`src/rtl/bx_pkg.sv`:
```
package bx_pkg;
   localparam int PRG_OFS_W  = 13;
   localparam int CHR_OFS_W  = 10;
   localparam int PRG_SLOT_W = 2;
   localparam int CHR_SLOT_W = 3;
   localparam int CHR_SLOTS  = 1 << CHR_SLOT_W;

   typedef enum logic [PRG_SLOT_W-1:0] {
      PSLOT_0 = 2'd0,
      PSLOT_1 = 2'd1,
      PSLOT_2 = 2'd2,
      PSLOT_3 = 2'd3
   } prg_slot_e;
endpackage

```
`src/rtl/bx_prg_sel.sv`:
```
module bx_prg_sel
   import bx_pkg::*;
#(
   parameter int BW = 5
) (
   input  logic                  cfg_valid,
   input  logic                  mode,
   input  logic [BW-1:0]         bank0,
   input  logic [BW-1:0]         bank1,
   input  logic [PRG_SLOT_W-1:0] slot,
   output logic [BW-1:0]         bank
);
   localparam logic [BW-1:0] LAST_BANK   = '1;
   localparam logic [BW-1:0] PENULT_BANK = {{(BW-1){1'b1}}, 1'b0};

   prg_slot_e s;
   logic [BW-1:0] boot_bank;

   assign s = prg_slot_e'(slot);
   // last four banks: all-ones upper bits, slot index in the low two
   assign boot_bank = {{(BW-PRG_SLOT_W){1'b1}}, slot};

   always_comb begin
      bank = LAST_BANK;
      if (!cfg_valid) begin
         bank = boot_bank;
      end else if (!mode) begin
         case (s)
            PSLOT_0: bank = bank0;
            PSLOT_1: bank = bank1;
            PSLOT_2: bank = PENULT_BANK;
            default: bank = LAST_BANK;
         endcase
      end else begin
         case (s)
            PSLOT_1: bank = bank0;
            PSLOT_2: bank = bank1;
            default: bank = LAST_BANK;
         endcase
      end
   end
endmodule

```
`src/rtl/bx_chr_sel.sv`:
```
module bx_chr_sel
   import bx_pkg::*;
#(
   parameter int BW = 8
) (
   input  logic                    cfg_valid,
   input  logic [CHR_SLOTS*BW-1:0] banks,
   input  logic [CHR_SLOT_W-1:0]   slot,
   output logic [BW-1:0]           bank
);
   logic [BW-1:0] bank_arr [CHR_SLOTS];

   for (genvar i = 0; i < CHR_SLOTS; i++) begin : g_unpack
      assign bank_arr[i] = banks[i*BW +: BW];
   end

   assign bank = cfg_valid ? bank_arr[slot] : BW'(slot);
endmodule

```
`src/rtl/bx_rom_mask.sv`:
```
module bx_rom_mask #(
   parameter int AW = 18,
   parameter int LW = 5
) (
   input  logic [AW-1:0] addr_in,
   input  logic [LW-1:0] size_lg2,
   output logic [AW-1:0] addr_out
);
   logic [AW-1:0] keep;

   // shift counts at or beyond AW clear everything, leaving all bits kept
   assign keep     = ~({AW{1'b1}} << size_lg2);
   assign addr_out = addr_in & keep;
endmodule

```
`src/rtl/bank_xlate.sv`:
```
module bank_xlate
   import bx_pkg::*;
#(
   parameter int PRG_BW  = 5,
   parameter int CHR_BW  = 8,
   parameter int LG2_W   = 5,
   parameter bit OUT_REG = 1'b1,
   localparam int PRG_AW = PRG_BW + PRG_OFS_W,
   localparam int CHR_AW = CHR_BW + CHR_OFS_W,
   localparam int CPU_W  = PRG_OFS_W + PRG_SLOT_W,
   localparam int PPU_W  = CHR_OFS_W + CHR_SLOT_W
) (
   input  logic                        clk,
   input  logic                        rst_n,
   input  logic                        cfg_valid,
   input  logic                        prg_mode,
   input  logic [PRG_BW-1:0]           prg_bank0,
   input  logic [PRG_BW-1:0]           prg_bank1,
   input  logic [CHR_SLOTS*CHR_BW-1:0] chr_banks,
   input  logic [LG2_W-1:0]            prg_lg2,
   input  logic [LG2_W-1:0]            chr_lg2,
   input  logic [CPU_W-1:0]            cpu_addr,
   input  logic [PPU_W-1:0]            ppu_addr,
   output logic [PRG_AW-1:0]           prg_rom_addr,
   output logic [CHR_AW-1:0]           chr_rom_addr
);
   if (PRG_BW < PRG_SLOT_W + 1) begin : g_bad_prg
      $error("PRG_BW must exceed the slot select width");
   end
   if (CHR_BW < CHR_SLOT_W) begin : g_bad_chr
      $error("CHR_BW must hold every character slot index");
   end
   if ((1 << LG2_W) <= PRG_AW || (1 << LG2_W) <= CHR_AW) begin : g_bad_lg2
      $error("LG2_W too narrow for the address widths");
   end

   logic [PRG_BW-1:0] prg_bank;
   logic [CHR_BW-1:0] chr_bank;
   logic [PRG_AW-1:0] prg_next;
   logic [CHR_AW-1:0] chr_next;

   bx_prg_sel #(.BW(PRG_BW)) u_prg_sel (
      .cfg_valid (cfg_valid),
      .mode      (prg_mode),
      .bank0     (prg_bank0),
      .bank1     (prg_bank1),
      .slot      (cpu_addr[CPU_W-1 -: PRG_SLOT_W]),
      .bank      (prg_bank)
   );

   bx_chr_sel #(.BW(CHR_BW)) u_chr_sel (
      .cfg_valid (cfg_valid),
      .banks     (chr_banks),
      .slot      (ppu_addr[PPU_W-1 -: CHR_SLOT_W]),
      .bank      (chr_bank)
   );

   bx_rom_mask #(.AW(PRG_AW), .LW(LG2_W)) u_prg_mask (
      .addr_in  ({prg_bank, cpu_addr[PRG_OFS_W-1:0]}),
      .size_lg2 (prg_lg2),
      .addr_out (prg_next)
   );

   bx_rom_mask #(.AW(CHR_AW), .LW(LG2_W)) u_chr_mask (
      .addr_in  ({chr_bank, ppu_addr[CHR_OFS_W-1:0]}),
      .size_lg2 (chr_lg2),
      .addr_out (chr_next)
   );

   if (OUT_REG) begin : g_reg
      always_ff @(posedge clk or negedge rst_n) begin
         if (!rst_n) begin
            prg_rom_addr <= '0;
            chr_rom_addr <= '0;
         end else begin
            prg_rom_addr <= prg_next;
            chr_rom_addr <= chr_next;
         end
      end
   end else begin : g_comb
      assign prg_rom_addr = prg_next;
      assign chr_rom_addr = chr_next;
   end
endmodule

```
`config.mk`:
```
export PLATFORM = sky130hd
export DESIGN_NAME = bank_xlate
export DESIGN_NICKNAME = d
export VERILOG_FILES = /design/src/rtl/bx_pkg.sv /design/src/rtl/bx_prg_sel.sv /design/src/rtl/bx_chr_sel.sv /design/src/rtl/bx_rom_mask.sv /design/src/rtl/bank_xlate.sv
export SDC_FILE = /design/constraint.sdc
export NUM_CORES = 1
export LEC_CHECK = 0
export BUFFER_PORTS_ARGS = -buffer_cell sky130_fd_sc_hd__buf_4
export CAP_MARGIN = 30
export CORE_ASPECT_RATIO = 1.1
export CORE_MARGIN = 2
export CORE_UTILIZATION = 42
export CTS_CLUSTER_DIAMETER = 30
export CTS_CLUSTER_SIZE = 10
export DETAILED_ROUTE_END_ITERATION = 8
export PLACE_DENSITY = 0.83
export REMOVE_ABC_BUFFERS = 1
export SETUP_SLACK_MARGIN = 0.2
export SLEW_MARGIN = 10
export SYNTH_ARGS = -nofsm -noshare
export SYNTH_HDL_FRONTEND = slang
export SYNTH_HIERARCHICAL = 1
export SYNTH_SLANG_ARGS = --single-unit
```
`constraint.sdc`:
```
create_clock -name clk -period 0.8 [get_ports clk]
set_input_delay 0.16 -clock clk [delete_from_list [all_inputs] [get_ports clk]]
set_output_delay 0.16 -clock clk [all_outputs]
set_load 0.02 [all_outputs]
```
==> results by group <==
STA
  – Tmin final: 1.09 ns
  – Setup WS post-layout: -0.287 ns
  – Post-route clock period utilization: 136%
  – Hold WS: -0.183 ns
  – Slew Limit Headroom: 71.0%
  – Max-slew violations: 0
  – Worst-Margin Slew: 0.435 ns
  – Max Fclk: 0.920 GHz
  – Final Hold Vio Count: 36
  – Setup violation total in the final timing report: 49
  – RSZ-0062 raised after global routing: true
  – Sum of negative setup slack: -7.79 ns

Clock network
  – Clock tree from TritonCTS: built
  – Clock Tree Buf Depth: 2
  – Root buffer cell: clkbuf_8
  – Clock-pin transition on the worst setup and hold timing paths: 0.07 ns
  – Number of buffers created by CTS: 5
  – # clock sinks: 36
  – Deepest level of the CTS H-tree: 2

Pwr
  – Leak pwr: roughly 0.0020 uW
  – Worst ir drop on vdd: 0.000964 V
  – Power per unit of standard cell area: 1360 mW/mm^2

Hold path
  – Class of the worst hold path: primary input to async pin

Worst setup path
  – Kind of critical path: primary input to flip-flop
  – Crit path DAT: around 1.3 ns
  – Worst Path Buf+Inv: 1
  – CP max FO: 4
  – Start point of the critical path: cpu_addr[13]
  – Largest stage delay, worst path: about 0.4 ns
  – WP data required: just under 1 ns
  – Standard cell with the maximum stage delay on the critical path: or3_4
  – Family with the most delay on the worst path: simple AND/OR/NAND/NOR gates
  – Sort of element at the end of the critical path: flip-flop
  – Cell-by-cell trace of the critical path: buf_8, ha_4, or3_4, a221oi_2, a21oi_1, nor2b_1
  – Critical path startpoint category: primary input

Route
  – Average wire per standard cell: 17.8 um
  – WL final: 7490 um
  – Final antenna-violating net count: 0
  – Number of iterations in the first detailed-routing pass: 5
  – Total vias in the final route: 2349
  – DRC violations left: 0
  – First DRT Iteration DRCs: 82
  – Average via count per standard cell: 5.59

Yosys
  – Avg Cell Area, Syn: around 12 sq um
  – Share of synthesized area occupied by flip-flops and latches: approximately two fifths
  – Number of enable flip-flop cells after synthesis: 0
  – Commonest register cell after synthesis: dfrtp_1
  – Count of distinct cell types in the synthesized netlist: 36
  – Number of standard cells after synthesis: 178
  – Number of synthesized register bits: 36
  – Total of warnings raised by yosys: 6
  – Cell area after synthesis: 0.00221 sq mm
  – Async SR Flop Fraction: 100%

Flow run
  – Max_cap viols: 0

Global routing
  – Number of global-route vias before repair: approximately 2600
  – First-pass GRT wire length: 11500 um
  – Maximum number of pins on one net before global-route repair: 37
  – GRT Residual Overflow: 0
  – Antenna violations before repair: 0
  – Gr usage total: 25.8%

Run status
  – Status: finished with violations
  – Violations in the final reports: hold timing, setup timing

Final layout
  – Number of diodes: 0
  – Net count reported at finish: a little under 500
  – Share of the core filled with cells in the final layout: 82.2%
  – Fraction of layout cells with a size suffix above 1: 68.8%
  – Area growth syn-to-layout: 87.5%

Die
  – Die Wd: 73.1 um
  – FP Rows: 27
  – Die Outline Area: roughly 0.0059 sq mm
  – Initial Utilization: 43.8%
  – Placeable core area: 0.00503 sq mm
  – Number of I/O pins: about 150
  – Die Y-Extent: 80.0 um

Placement
  – DPL Wire Length: around 5400 um
  – Number of input and output port buffers inserted: 151
  – Final weighted congestion of routability-driven global placement: just over 0.8
[worst max path at each step]
stage | slack (ns) | to | cells past startpoint
floorplan | -0.52 | prg_rom_addr[15] | 6
global placement | -0.66 | chr_rom_addr[15] | 4
detailed placement | -0.71 | chr_rom_addr[17] | 4
CTS | -0.22 | prg_rom_addr[17] | 6
global route | -0.32 | prg_rom_addr[17] | 6
finish | -0.29 | prg_rom_addr[14] | 6
[cell type report]
cell class                      count  area [sq um]
Timing Repair Buffer              190          1690
Multi-Input combinational cell    121          1320
Sequential cell                    36           901
Fill cell                         306           896
Clock buffer                        7          96.3
Tap cell                           58          72.6
Inverter                            7          33.8
Clock inverter                      1          30.0
[sequential cells by signal, summed over array words and instances, names as in the netlist]
name / count
chr_rom_addr: 18
prg_rom_addr: 18
[metrics by stage]
step           std cells  setup slack (ns)  instance area (sq um)  total power [uW]
6_report             420            -0.287                   4140              5630
5_1_grt              420            -0.325                   4140              5900
4_1_cts              415            -0.221                   4000              5570
3_5_place_dp         403            -0.710                   3540              3610
3_3_place_gp         403            -0.664                   3540              3570
2_1_floorplan        164            -0.523                   2090              2600
[synthesized netlist by cell type (3+ instances only)]
library cell,n,share of area [%]
a21boi_0,8,2.7
a21oi_1,9,2.0
a221oi_1,6,2.4
a22o_1,7,2.8
a31oi_1,5,1.4
and2_1,3,0.85
buf_2,5,1.1
buf_6,5,2.6
dfrtp_1,36,41
ha_1,5,2.8
inv_1,7,1.2
mux4_1,8,9.5
mux4_2,8,8.2
nand2_1,10,1.7
nand3_1,3,0.68
nor2b_1,11,3.1
o21a_1,6,2.0
o21ai_0,4,0.91
o21ai_1,3,0.68
[timing repair]
action | 4_1_cts | 5_1_grt
gates cloned | 1 | 0
endpoints found under the hold margin | 36 | 36
buffers inserted | 3 | 5
resized for setup | 81 | 24
endpoints found under the setup margin | 54 | 56
pin swaps | 17 | 13
[metal layers]
layer	vias to the layer above	wire [um]	track usage [%]
met3	24	471	4.29
met2	130	4200	48.2
met4	0	268	11.3
li1	1062	-	-
met1	1133	2540	28.0
met5	-	0	0
[layout by cell type (no fill, tap or decap), types with 6 or more instances in the layout]
| cell | netlist | layout |
|---|---|---|
| buf_4 | 2 | 139 |
| buf_6 | 5 | 43 |
| dfrtp_1 | 36 | 36 |
| mux4_2 | 8 | 14 |
| nor2b_1 | 11 | 11 |
| nand2_1 | 10 | 8 |
| a21boi_0 | 8 | 8 |
| clkbuf_8 | 0 | 7 |
| a22o_1 | 7 | 7 |
| a221oi_2 | 1 | 7 |
| o21a_1 | 6 | 6 |
[kinds of logic (layout without fill, tap and decap cells)]
group | Yosys count | in the layout | share of synthesized area (%)
buf+inv | 21 | 205 | 6.63
simple gates | 34 | 34 | 9.01
fa+ha+maj | 5 | 5 | 2.83
mux | 16 | 16 | 17.7
flops | 36 | 36 | 40.8
compound gates | 66 | 66 | 23.0
[where the power goes]
group | internal (uW) | leakage (uW) | switching (uW)
registers | 1950 | 0.000446 | 64.7
clock network | 1100 | 0.0000645 | 615
logic | 1120 | 0.00145 | 782
total | 4170 | 0.00196 | 1460
(Power assumes the default switching activity.)
